**src/rtl/dei_pkg.sv**
```systemverilog
package dei_pkg;
  localparam int unsigned WORD_W = 32;

  // Register group, upper address bits; the lowest address bit(s) pick the word half.
  typedef enum logic [2:0] {
    GRP_FLAG  = 3'd0,
    GRP_EN    = 3'd1,
    GRP_START = 3'd2,
    GRP_MISS  = 3'd3,
    GRP_PEND  = 3'd4,
    GRP_IEN   = 3'd5,
    GRP_PCLR  = 3'd6
  } grp_e;
endpackage

```
**src/rtl/dei_evt_bank.sv**
```systemverilog
module dei_evt_bank #(
  parameter int NCH = 64
) (
  input  logic           clk,
  input  logic           rst,
  input  logic [NCH-1:0] evt_in,
  input  logic [NCH-1:0] consume,
  input  logic [NCH-1:0] miss_clr,
  output logic [NCH-1:0] flag,
  output logic [NCH-1:0] miss
);
  logic [NCH-1:0] evt_q;
  logic [NCH-1:0] rise;

  assign rise = evt_in & ~evt_q;

  always_ff @(posedge clk) begin
    if (rst) begin
      evt_q <= '0;
      flag  <= '0;
      miss  <= '0;
    end else begin
      evt_q <= evt_in;
      // a fresh edge wins over the consume of the same cycle
      flag  <= (flag & ~consume) | rise;
      miss  <= (miss & ~miss_clr) | (rise & flag & ~consume);
    end
  end
endmodule

```
**src/rtl/dei_trig_sched.sv**
```systemverilog
module dei_trig_sched #(
  parameter  int NCH = 64,
  localparam int CHW = $clog2(NCH)
) (
  input  logic           clk,
  input  logic           rst,
  input  logic [NCH-1:0] flag,
  input  logic [NCH-1:0] en,
  input  logic [NCH-1:0] start_req,
  output logic [NCH-1:0] consume_evt,
  output logic [NCH-1:0] ready,
  output logic [NCH-1:0] man,
  output logic           trig_valid,
  output logic [CHW-1:0] trig_chan
);
  localparam logic [NCH-1:0] ONE = {{(NCH-1){1'b0}}, 1'b1};

  logic           any;
  logic [CHW-1:0] idx;
  logic [NCH-1:0] pick_oh;
  logic [NCH-1:0] consume_man;

  assign ready = man | (flag & en);

  // lowest index wins: scan downward so the last hit is the smallest
  always_comb begin
    any = 1'b0;
    idx = '0;
    for (int i = NCH - 1; i >= 0; i--) begin
      if (ready[i]) begin
        any = 1'b1;
        idx = CHW'(i);
      end
    end
  end

  assign pick_oh     = any ? (ONE << idx) : '0;
  assign consume_man = pick_oh & man;
  assign consume_evt = pick_oh & ~man;

  always_ff @(posedge clk) begin
    if (rst) begin
      man        <= '0;
      trig_valid <= 1'b0;
      trig_chan  <= '0;
    end else begin
      man        <= (man & ~consume_man) | start_req;
      trig_valid <= any;
      trig_chan  <= idx;
    end
  end
endmodule

```
**src/rtl/dei_irq_bank.sv**
```systemverilog
module dei_irq_bank #(
  parameter  int NCH = 64,
  localparam int CHW = $clog2(NCH)
) (
  input  logic           clk,
  input  logic           rst,
  input  logic           cmpl_valid,
  input  logic           cmpl_ie,
  input  logic [CHW-1:0] cmpl_code,
  input  logic [NCH-1:0] clr,
  input  logic [NCH-1:0] ien,
  output logic [NCH-1:0] pend,
  output logic           irq_out
);
  localparam logic [NCH-1:0] ONE = {{(NCH-1){1'b0}}, 1'b1};

  logic [NCH-1:0] set_vec;

  assign set_vec = (cmpl_valid && cmpl_ie) ? (ONE << cmpl_code) : '0;

  always_ff @(posedge clk) begin
    if (rst) begin
      pend    <= '0;
      irq_out <= 1'b0;
    end else begin
      pend    <= (pend & ~clr) | set_vec;
      irq_out <= |(pend & ien);
    end
  end
endmodule

```
**src/rtl/dma_evt_irq_ctrl.sv**
```systemverilog
module dma_evt_irq_ctrl
  import dei_pkg::*;
#(
  parameter  int NCH    = 64,
  localparam int CHW    = $clog2(NCH),
  localparam int HALVES = NCH / WORD_W,
  localparam int HW     = (HALVES > 1) ? $clog2(HALVES) : 1,
  localparam int AW     = 3 + HW
) (
  input  logic              clk,
  input  logic              rst,
  input  logic [NCH-1:0]    evt_in,
  input  logic [AW-1:0]     reg_addr,
  input  logic              reg_wr,
  input  logic [WORD_W-1:0] reg_wdata,
  output logic [WORD_W-1:0] reg_rdata,
  input  logic              cmpl_valid,
  input  logic              cmpl_ie,
  input  logic [CHW-1:0]    cmpl_code,
  output logic              trig_valid,
  output logic [CHW-1:0]    trig_chan,
  output logic              irq_out
);
  grp_e           grp;
  logic [HW-1:0]  half;
  logic [NCH-1:0] wvec;
  logic [NCH-1:0] hmask;
  logic [NCH-1:0] en_q;
  logic [NCH-1:0] ien_q;
  logic [NCH-1:0] evt_flag;
  logic [NCH-1:0] miss;
  logic [NCH-1:0] pend;
  logic [NCH-1:0] man_q;
  logic [NCH-1:0] ready;
  logic [NCH-1:0] consume_evt;
  logic [NCH-1:0] start_req;
  logic [NCH-1:0] miss_clr;
  logic [NCH-1:0] pend_clr;

  assign grp  = grp_e'(reg_addr[AW-1:HW]);
  assign half = reg_addr[HW-1:0];

  // place the bus word on the selected half of a channel-wide vector
  always_comb begin
    wvec  = '0;
    hmask = '0;
    wvec[half*WORD_W +: WORD_W]  = reg_wdata;
    hmask[half*WORD_W +: WORD_W] = '1;
  end

  assign start_req = (reg_wr && grp == GRP_START) ? wvec : '0;
  assign miss_clr  = (reg_wr && grp == GRP_MISS)  ? wvec : '0;
  assign pend_clr  = (reg_wr && grp == GRP_PCLR)  ? wvec : '0;

  always_ff @(posedge clk) begin
    if (rst) begin
      en_q  <= '0;
      ien_q <= '0;
    end else if (reg_wr) begin
      if (grp == GRP_EN)  en_q  <= (en_q  & ~hmask) | wvec;
      if (grp == GRP_IEN) ien_q <= (ien_q & ~hmask) | wvec;
    end
  end

  dei_evt_bank #(.NCH(NCH)) u_evt (
    .clk      (clk),
    .rst      (rst),
    .evt_in   (evt_in),
    .consume  (consume_evt),
    .miss_clr (miss_clr),
    .flag     (evt_flag),
    .miss     (miss)
  );

  dei_trig_sched #(.NCH(NCH)) u_sched (
    .clk         (clk),
    .rst         (rst),
    .flag        (evt_flag),
    .en          (en_q),
    .start_req   (start_req),
    .consume_evt (consume_evt),
    .ready       (ready),
    .man         (man_q),
    .trig_valid  (trig_valid),
    .trig_chan   (trig_chan)
  );

  dei_irq_bank #(.NCH(NCH)) u_irq (
    .clk        (clk),
    .rst        (rst),
    .cmpl_valid (cmpl_valid),
    .cmpl_ie    (cmpl_ie),
    .cmpl_code  (cmpl_code),
    .clr        (pend_clr),
    .ien        (ien_q),
    .pend       (pend),
    .irq_out    (irq_out)
  );

  // per-half word views for the read port
  logic [WORD_W-1:0] w_flag [HALVES];
  logic [WORD_W-1:0] w_en   [HALVES];
  logic [WORD_W-1:0] w_miss [HALVES];
  logic [WORD_W-1:0] w_pend [HALVES];
  logic [WORD_W-1:0] w_ien  [HALVES];

  for (genvar h = 0; h < HALVES; h++) begin : g_half
    assign w_flag[h] = evt_flag[h*WORD_W +: WORD_W];
    assign w_en[h]   = en_q[h*WORD_W +: WORD_W];
    assign w_miss[h] = miss[h*WORD_W +: WORD_W];
    assign w_pend[h] = pend[h*WORD_W +: WORD_W];
    assign w_ien[h]  = ien_q[h*WORD_W +: WORD_W];
  end

  always_ff @(posedge clk) begin
    if (rst) begin
      reg_rdata <= '0;
    end else begin
      case (grp)
        GRP_FLAG: reg_rdata <= w_flag[half];
        GRP_EN:   reg_rdata <= w_en[half];
        GRP_MISS: reg_rdata <= w_miss[half];
        GRP_PEND: reg_rdata <= w_pend[half];
        GRP_IEN:  reg_rdata <= w_ien[half];
        default:  reg_rdata <= '0;
      endcase
    end
  end
endmodule

```
**config.mk**
```make
export PLATFORM = sky130hd
export DESIGN_NAME = dma_evt_irq_ctrl
export DESIGN_NICKNAME = d
export VERILOG_FILES = /design/src/rtl/dei_pkg.sv /design/src/rtl/dei_evt_bank.sv /design/src/rtl/dei_trig_sched.sv /design/src/rtl/dei_irq_bank.sv /design/src/rtl/dma_evt_irq_ctrl.sv
export SDC_FILE = /design/constraint.sdc
export NUM_CORES = 1
export LEC_CHECK = 0
export CORE_MARGIN = 4
export CORE_UTILIZATION = 30
export DETAILED_ROUTE_END_ITERATION = 8
export GPL_TIMING_DRIVEN = 0
export PLACE_DENSITY_LB_ADDON = 0.1
export SYNTH_ARGS = -nofsm -noshare
export SYNTH_HDL_FRONTEND = slang
export SYNTH_SLANG_ARGS = --single-unit
```
**constraint.sdc**
```tcl
create_clock -name clk -period 2.64 [get_ports clk]
set_input_delay 0.792 -clock clk [delete_from_list [all_inputs] [get_ports clk]]
set_output_delay 0.792 -clock clk [all_outputs]
set_load 0.02 [all_outputs]
```
---- Word-level counts from Yosys, hierarchy flattened ----
Cells that the tools add are included.
operators by class
  add/sub/neg operators ................... 1
  shifts and indexed selects .............. 5
  reduce and logical (&&, ||, !) cells .... 8
  bitwise logic cells ..................... 30
  multiplexer cells ....................... 149
  order comparisons ....................... 1
  equality and inequality tests ........... 6
operator list
  cell                       number
  $and 64x64->64             15
  $mux 32                    15
  $not 64->64                7
  $or 64x64->64              7
  $mux 6                     64
  $mux 64                    5
  $pmux 32 s5                1
  $shl 1x6->64 const A       2
  $mux 1                     64
  $reduce_or 64->1           1
  $shift 32x34->64 const A   1
  $shiftx 32x34->64          1
  $shiftx 32x34->64 const A  1
  $neg 6->34                 1
  $eq 3x3->1 const B         3
  $eq 3x2->1 const B         2
  $logic_and 1x1->1          4
  $reduce_and 2->1           2
  $eq 3x1->1 const B         1
  $logic_not 3->1            1
  $ge 2x2->1 const B         1
  $not 1->2                  1
storage, ports and cells
  logic and storage cells ................. 211
  register bits ........................... 488
  input port bits ......................... 111
  output and inout port bits .............. 40

---- Depth between registers and ports, before layout ----
  depth in word-level cells ............... 72
  depth in mapped cells ................... 10
  gate-level depth less buffers ........... 8

---- Modules after synthesis ----
Synthesis repeated with hierarchy kept, for this count alone.
unflattened totals
  cells, all modules ...................... 2855
  area total of the unflattened synthesis .. 23810.3 sq um
modules (own cells, without submodules)
  module            instances  area each (sq um)  cells each  sequential area each (sq um)
  dma_evt_irq_ctrl  1          9298.9             1243        3203.1
  dei_evt_bank      1          7268.2             661         3843.7
  dei_trig_sched    1          4423.0             614         1421.4
  dei_irq_bank      1          2820.2             337         1301.2

---- Worst setup path after synthesis ----
No wires, ideal clock.
  path kind ............................... register -> register
  start point ............................. register u_evt.flag[22]
  end point ............................... register u_evt.flag[25]
  setup slack ............................. 35 ps
  stages on the path, launching flop included .. 10
  clock period less this slack ............ 2605 ps
  required time ........................... 2509 ps
  arrival time ............................ 2473 ps
  setup time .............................. 131 ps
  path buffers ............................ 1
  cells stage by stage .................... dfxtp_1 > a21oi_4 > nand4_2 > or4_1 > a221o_1 > and2_4 > or3_1 > buf_6 > nor4b_4 > o32ai_1
on the way
  word-level cells in the longest chain between the ends .. 31
  elaborated cells between the ends (all ways) .. 54
  classes of those cells .................. shift (1); mux (47); bitwise (6)
RTL lines
  item                    line                  source
  start, declared         dei_evt_bank.sv:9     output logic [NCH-1:0] flag,
  start signal, assigned  dei_evt_bank.sv:25    flag <= (flag & ~consume) | rise;
  $and 64x64->64 (*)      dei_trig_sched.sv:23  assign ready = man | (flag & en);
  $or 64x64->64 (*)       dei_trig_sched.sv:23
  $mux 6 (23 in a row)    dei_trig_sched.sv:30  if (ready[i]) begin
  $shl 1x6->64            dei_trig_sched.sv:37  assign pick_oh = any ? (ONE << idx) : '0;
  $mux 64 (*)             dei_trig_sched.sv:37
  $and 64x64->64 (*)      dei_trig_sched.sv:39  assign consume_evt = pick_oh & ~man;
  $not 64->64 (*)         dei_evt_bank.sv:25
  $and 64x64->64 (*)      dei_evt_bank.sv:25
  $or 64x64->64 (*)       dei_evt_bank.sv:25
Every way passes the cells marked *; elsewhere a longest branch is shown, timed or not.
A chain may end at the register's enable or synchronous reset.

---- Worst setup path in the final report ----
  start point ............................. register u_evt.flag[27]
  end point ............................... register u_evt.flag[53]
on the way
  word-level cells in the longest chain between the ends .. 36
  elaborated cells between the ends (all ways) .. 64
  classes of those cells .................. shift (1); mux (57); bitwise (6)
RTL lines
  item                  line
  $and 64x64->64 (*)    dei_trig_sched.sv:23
  $or 64x64->64 (*)     dei_trig_sched.sv:23
  $mux 6 (28 in a row)  dei_trig_sched.sv:30
  $shl 1x6->64          dei_trig_sched.sv:37
  $mux 64 (*)           dei_trig_sched.sv:37
  $and 64x64->64 (*)    dei_trig_sched.sv:39
  $not 64->64 (*)       dei_evt_bank.sv:25
  $and 64x64->64 (*)    dei_evt_bank.sv:25
  $or 64x64->64 (*)     dei_evt_bank.sv:25
Marks and branches as above.

==> results.json <==
{
  "fp.coreArea_um2": 72960,
  "r2r-end": "u_evt.flag[53]",
  "hold_class": "flop to flop",
  "grt_max_degree": 15,
  "grt_pass1_wl_um": 188200,
  "tightest_slew_ns": 1.254,
  "path_buf_inv": 4,
  "ys_types": 73,
  "drt_wl_total_um": 141300,
  "async_flop_share": 0,
  "start_util": 0.3023,
  "n_antenna_cell": 0,
  "status": "finished, violations left",
  "drive_gt1_frac": 0.2568,
  "synth-xor-area-share": 0,
  "drc": 0,
  "p_per_area_nw_per_um2": 720.6,
  "synth_fa_ha_area_frac": 0,
  "die_x_um": 279.2,
  "synth-compound-area-share": 0.2707,
  "dr.pass1.iters": 8,
  "portBuffers": 144,
  "antenna_found_initial": 7,
  "nNetsFinal": 3198,
  "crit_family": "simple AND/OR/NAND/NOR gates",
  "skew_ns": 0.03527,
  "synth_enable_flop_cells": 0,
  "grt.total_usage": 0.3442,
  "worst-setup-path-type": "flop to flop",
  "min_period_ns": 2.950,
  "via_per_inst": 6.075,
  "clk_pin_slew_ns": 0.06,
  "slowest_delay_ns": 0.38,
  "ff2ff_setup_slack_ns": -0.31,
  "fin_crit_sh": 1.117,
  "yosys_register_bits": 488,
  "synth_top_family_by_area": "compound AO/OA/AOI/OAI gates",
  "rsz0062_at_grt": "yes",
  "wl_per_cell_um": 34.55,
  "num_vias": 24850,
  "cp-end-kind": "flop",
  "yosys-mux-area-fraction": 0.04538,
  "setup_viol": 199,
  "synthSimpleGateAreaFrac": 0.2039,
  "syn-num-nets": 2768,
  "pin_count": 151,
  "critPathMaxFanout": 4,
  "pre_cts_ws_ns": -1.767,
  "ant_nets": 0,
  "drv_slew": 0,
  "slowest_stage": "nor4_4",
  "routabilityCongestion": 1.051,
  "crit_arrival_ns": 3.40,
  "slew_headroom": 0.1642,
  "die_area_um2": 77930,
  "rows": 99,
  "cellLeakagePower_uw": 0.01132,
  "synth.cell_area_um2": 22060,
  "endpoint": "u_evt.flag[53]",
  "post_dp_cell_area_um2": 24700,
  "fmax_mhz": 339.0,
  "crit_start": "u_evt.flag[27]",
  "maxCapViolations": 0,
  "grt_overflow": 0,
  "clock_path_buffers": 3,
  "dp_hpwl_um": 106700,
  "crit_top_cell": "buf_6",
  "startpoint_type": "flop",
  "violations": "setup timing",
  "clockRootBuffer": "clkbuf_16",
  "stdcell_area_um2": 32370,
  "postCtsHoldBufs": 0,
  "finalPower_uw": 23330,
  "r2r_start": "u_evt.flag[27]",
  "path_depth": 12,
  "synth_warnings": 0,
  "synth_top_flop_cell": "dfxtp_1",
  "clock-sinks": 488,
  "peakVddDrop_uv": 556.5,
  "drt-initial-drc-count": 2902,
  "grt_pass1_vias": 23730,
  "setup_slack_ns": -0.3099,
  "dieHeight_um": 279.2,
  "seq_area_frac_synth": 0.4429,
  "cts_buffers": 58,
  "htree_levels": 2,
  "syn_avg_cell_area_um2": 8.302,
  "cp.required_ns": 3.09,
  "worstPathCellList": "a21oi_4, nand4_1, buf_4, buf_6, nor4_4, nand2_2, nor3b_4, buf_6, nand3_4, buf_6, o41ai_4, a21oi_1",
  "finalHoldViolations": 0,
  "cts_tree": "built",
  "synth_cells": 2657,
  "clkLatencyLatePin_ns": 0.65,
  "syn_to_final_growth_pct": 46.75,
  "reg2reg_depth": 12
}
-- cell usage in the layout (no fill, tap or decap), types with 45 or more instances in the layout --
master / synthesis / final
a21oi_4: 2 / 45
buf_4: 0 / 126
nor2b_1: 97 / 96
mux2i_1: 64 / 64
clkbuf_1: 173 / 138
buf_6: 1 / 71
nor2_1: 95 / 89
nand3_1: 65 / 53
dfxtp_2: 0 / 67
dfxtp_1: 488 / 387
nand2_1: 431 / 420
a221oi_1: 48 / 48
o22ai_1: 57 / 56
a21oi_1: 362 / 299
clkdlybuf4s50_1: 0 / 144
nand2b_1: 98 / 94
clkbuf_16: 0 / 73
o21ai_0: 164 / 133
-- how the worst min path moves through the flow --
stage | slack, ns | from | end | cells after the start
2_1_floorplan | 0.43 | u_evt.evt_q[17] | u_evt.flag[17] | 1
3_3_place_gp | 0.44 | u_evt.evt_q[17] | u_evt.flag[17] | 1
3_5_place_dp | 0.44 | u_evt.evt_q[17] | u_evt.flag[17] | 1
4_1_cts | 0.44 | u_evt.evt_q[17] | u_evt.flag[17] | 1
5_1_grt | 0.46 | u_evt.evt_q[17] | u_evt.flag[17] | 1
6_report | 0.43 | u_evt.evt_q[17] | u_evt.flag[17] | 1
-- logic make-up after synthesis --
kind of cell | after synthesis
flip-flops | 488
AND/OR/NAND/NOR | 923
buffers and inverters | 212
multiplexers | 96
AO/OA/AOI/OAI | 938
-- Yosys cell counts, types with 34 or more instances --
master,number,area share
dfxtp_1,488,0.44
a21oi_1,362,0.082
o22ai_1,57,0.016
nor2b_1,97,0.028
a221oi_1,48,0.019
nor2_1,95,0.016
nand3_1,65,0.015
mux2i_1,64,0.029
nand2b_1,98,0.028
clkbuf_1,173,0.029
a211oi_1,34,0.012
nand2_1,431,0.073
o21ai_0,164,0.037
o31ai_1,40,0.014
-- routing by layer --
| layer | share of wire | vias to the layer above | GRT usage | routed length (um) |
|---|---|---|---|---|
| li1 | - | 10580 | - | - |
| met1 | 0.41 | 12370 | 0.4451 | 57310 |
| met2 | 0.42 | 1458 | 0.5216 | 59960 |
| met3 | 0.083 | 435 | 0.06221 | 11790 |
| met4 | 0.086 | 6 | 0.2365 | 12200 |
| met5 | 0.00037 | - | 0 | 52 |
-- final cells by class --
type | instances | area, um2
Buffer | 190 | 1205
Clock buffer | 88 | 1725
Fill cell | 7023 | 40590
Tap cell | 959 | 1200
Timing Repair Buffer | 373 | 3880
Inverter | 18 | 67.56
Sequential cell | 488 | 9981
Clock inverter | 16 | 187.7
Multi-Input combinational cell | 1958 | 14120
-- metrics by stage --
stage | std cells | util | setup TNS (ns) | hold WS, ns
2_1_floorplan | 2657 | - | 0 | 0.4287
3_3_place_gp | 3760 | 0.3385 | -405.17 | 0.4369
3_5_place_dp | 3760 | 0.3385 | -414.51 | 0.4440
4_1_cts | 4018 | 0.4199 | -15.14 | 0.4425
5_1_grt | 4090 | 0.4437 | -37.37 | 0.4576
6_report | 4090 | 0.4437 | -33.43 | 0.4326
-- power breakdown --
part	internal [uW]	switching (uW)
registers	7670	390
logic	2860	4110
clock network	4850	3450
total	15400	7950
-- repair_timing --
item	CTS	global route
endpoints found under the setup margin	318	265
resized for setup	607	246
setup buffers	145	74
cloned	12	5
pin swaps	193	159
Power figures use the tool's default switching activity.
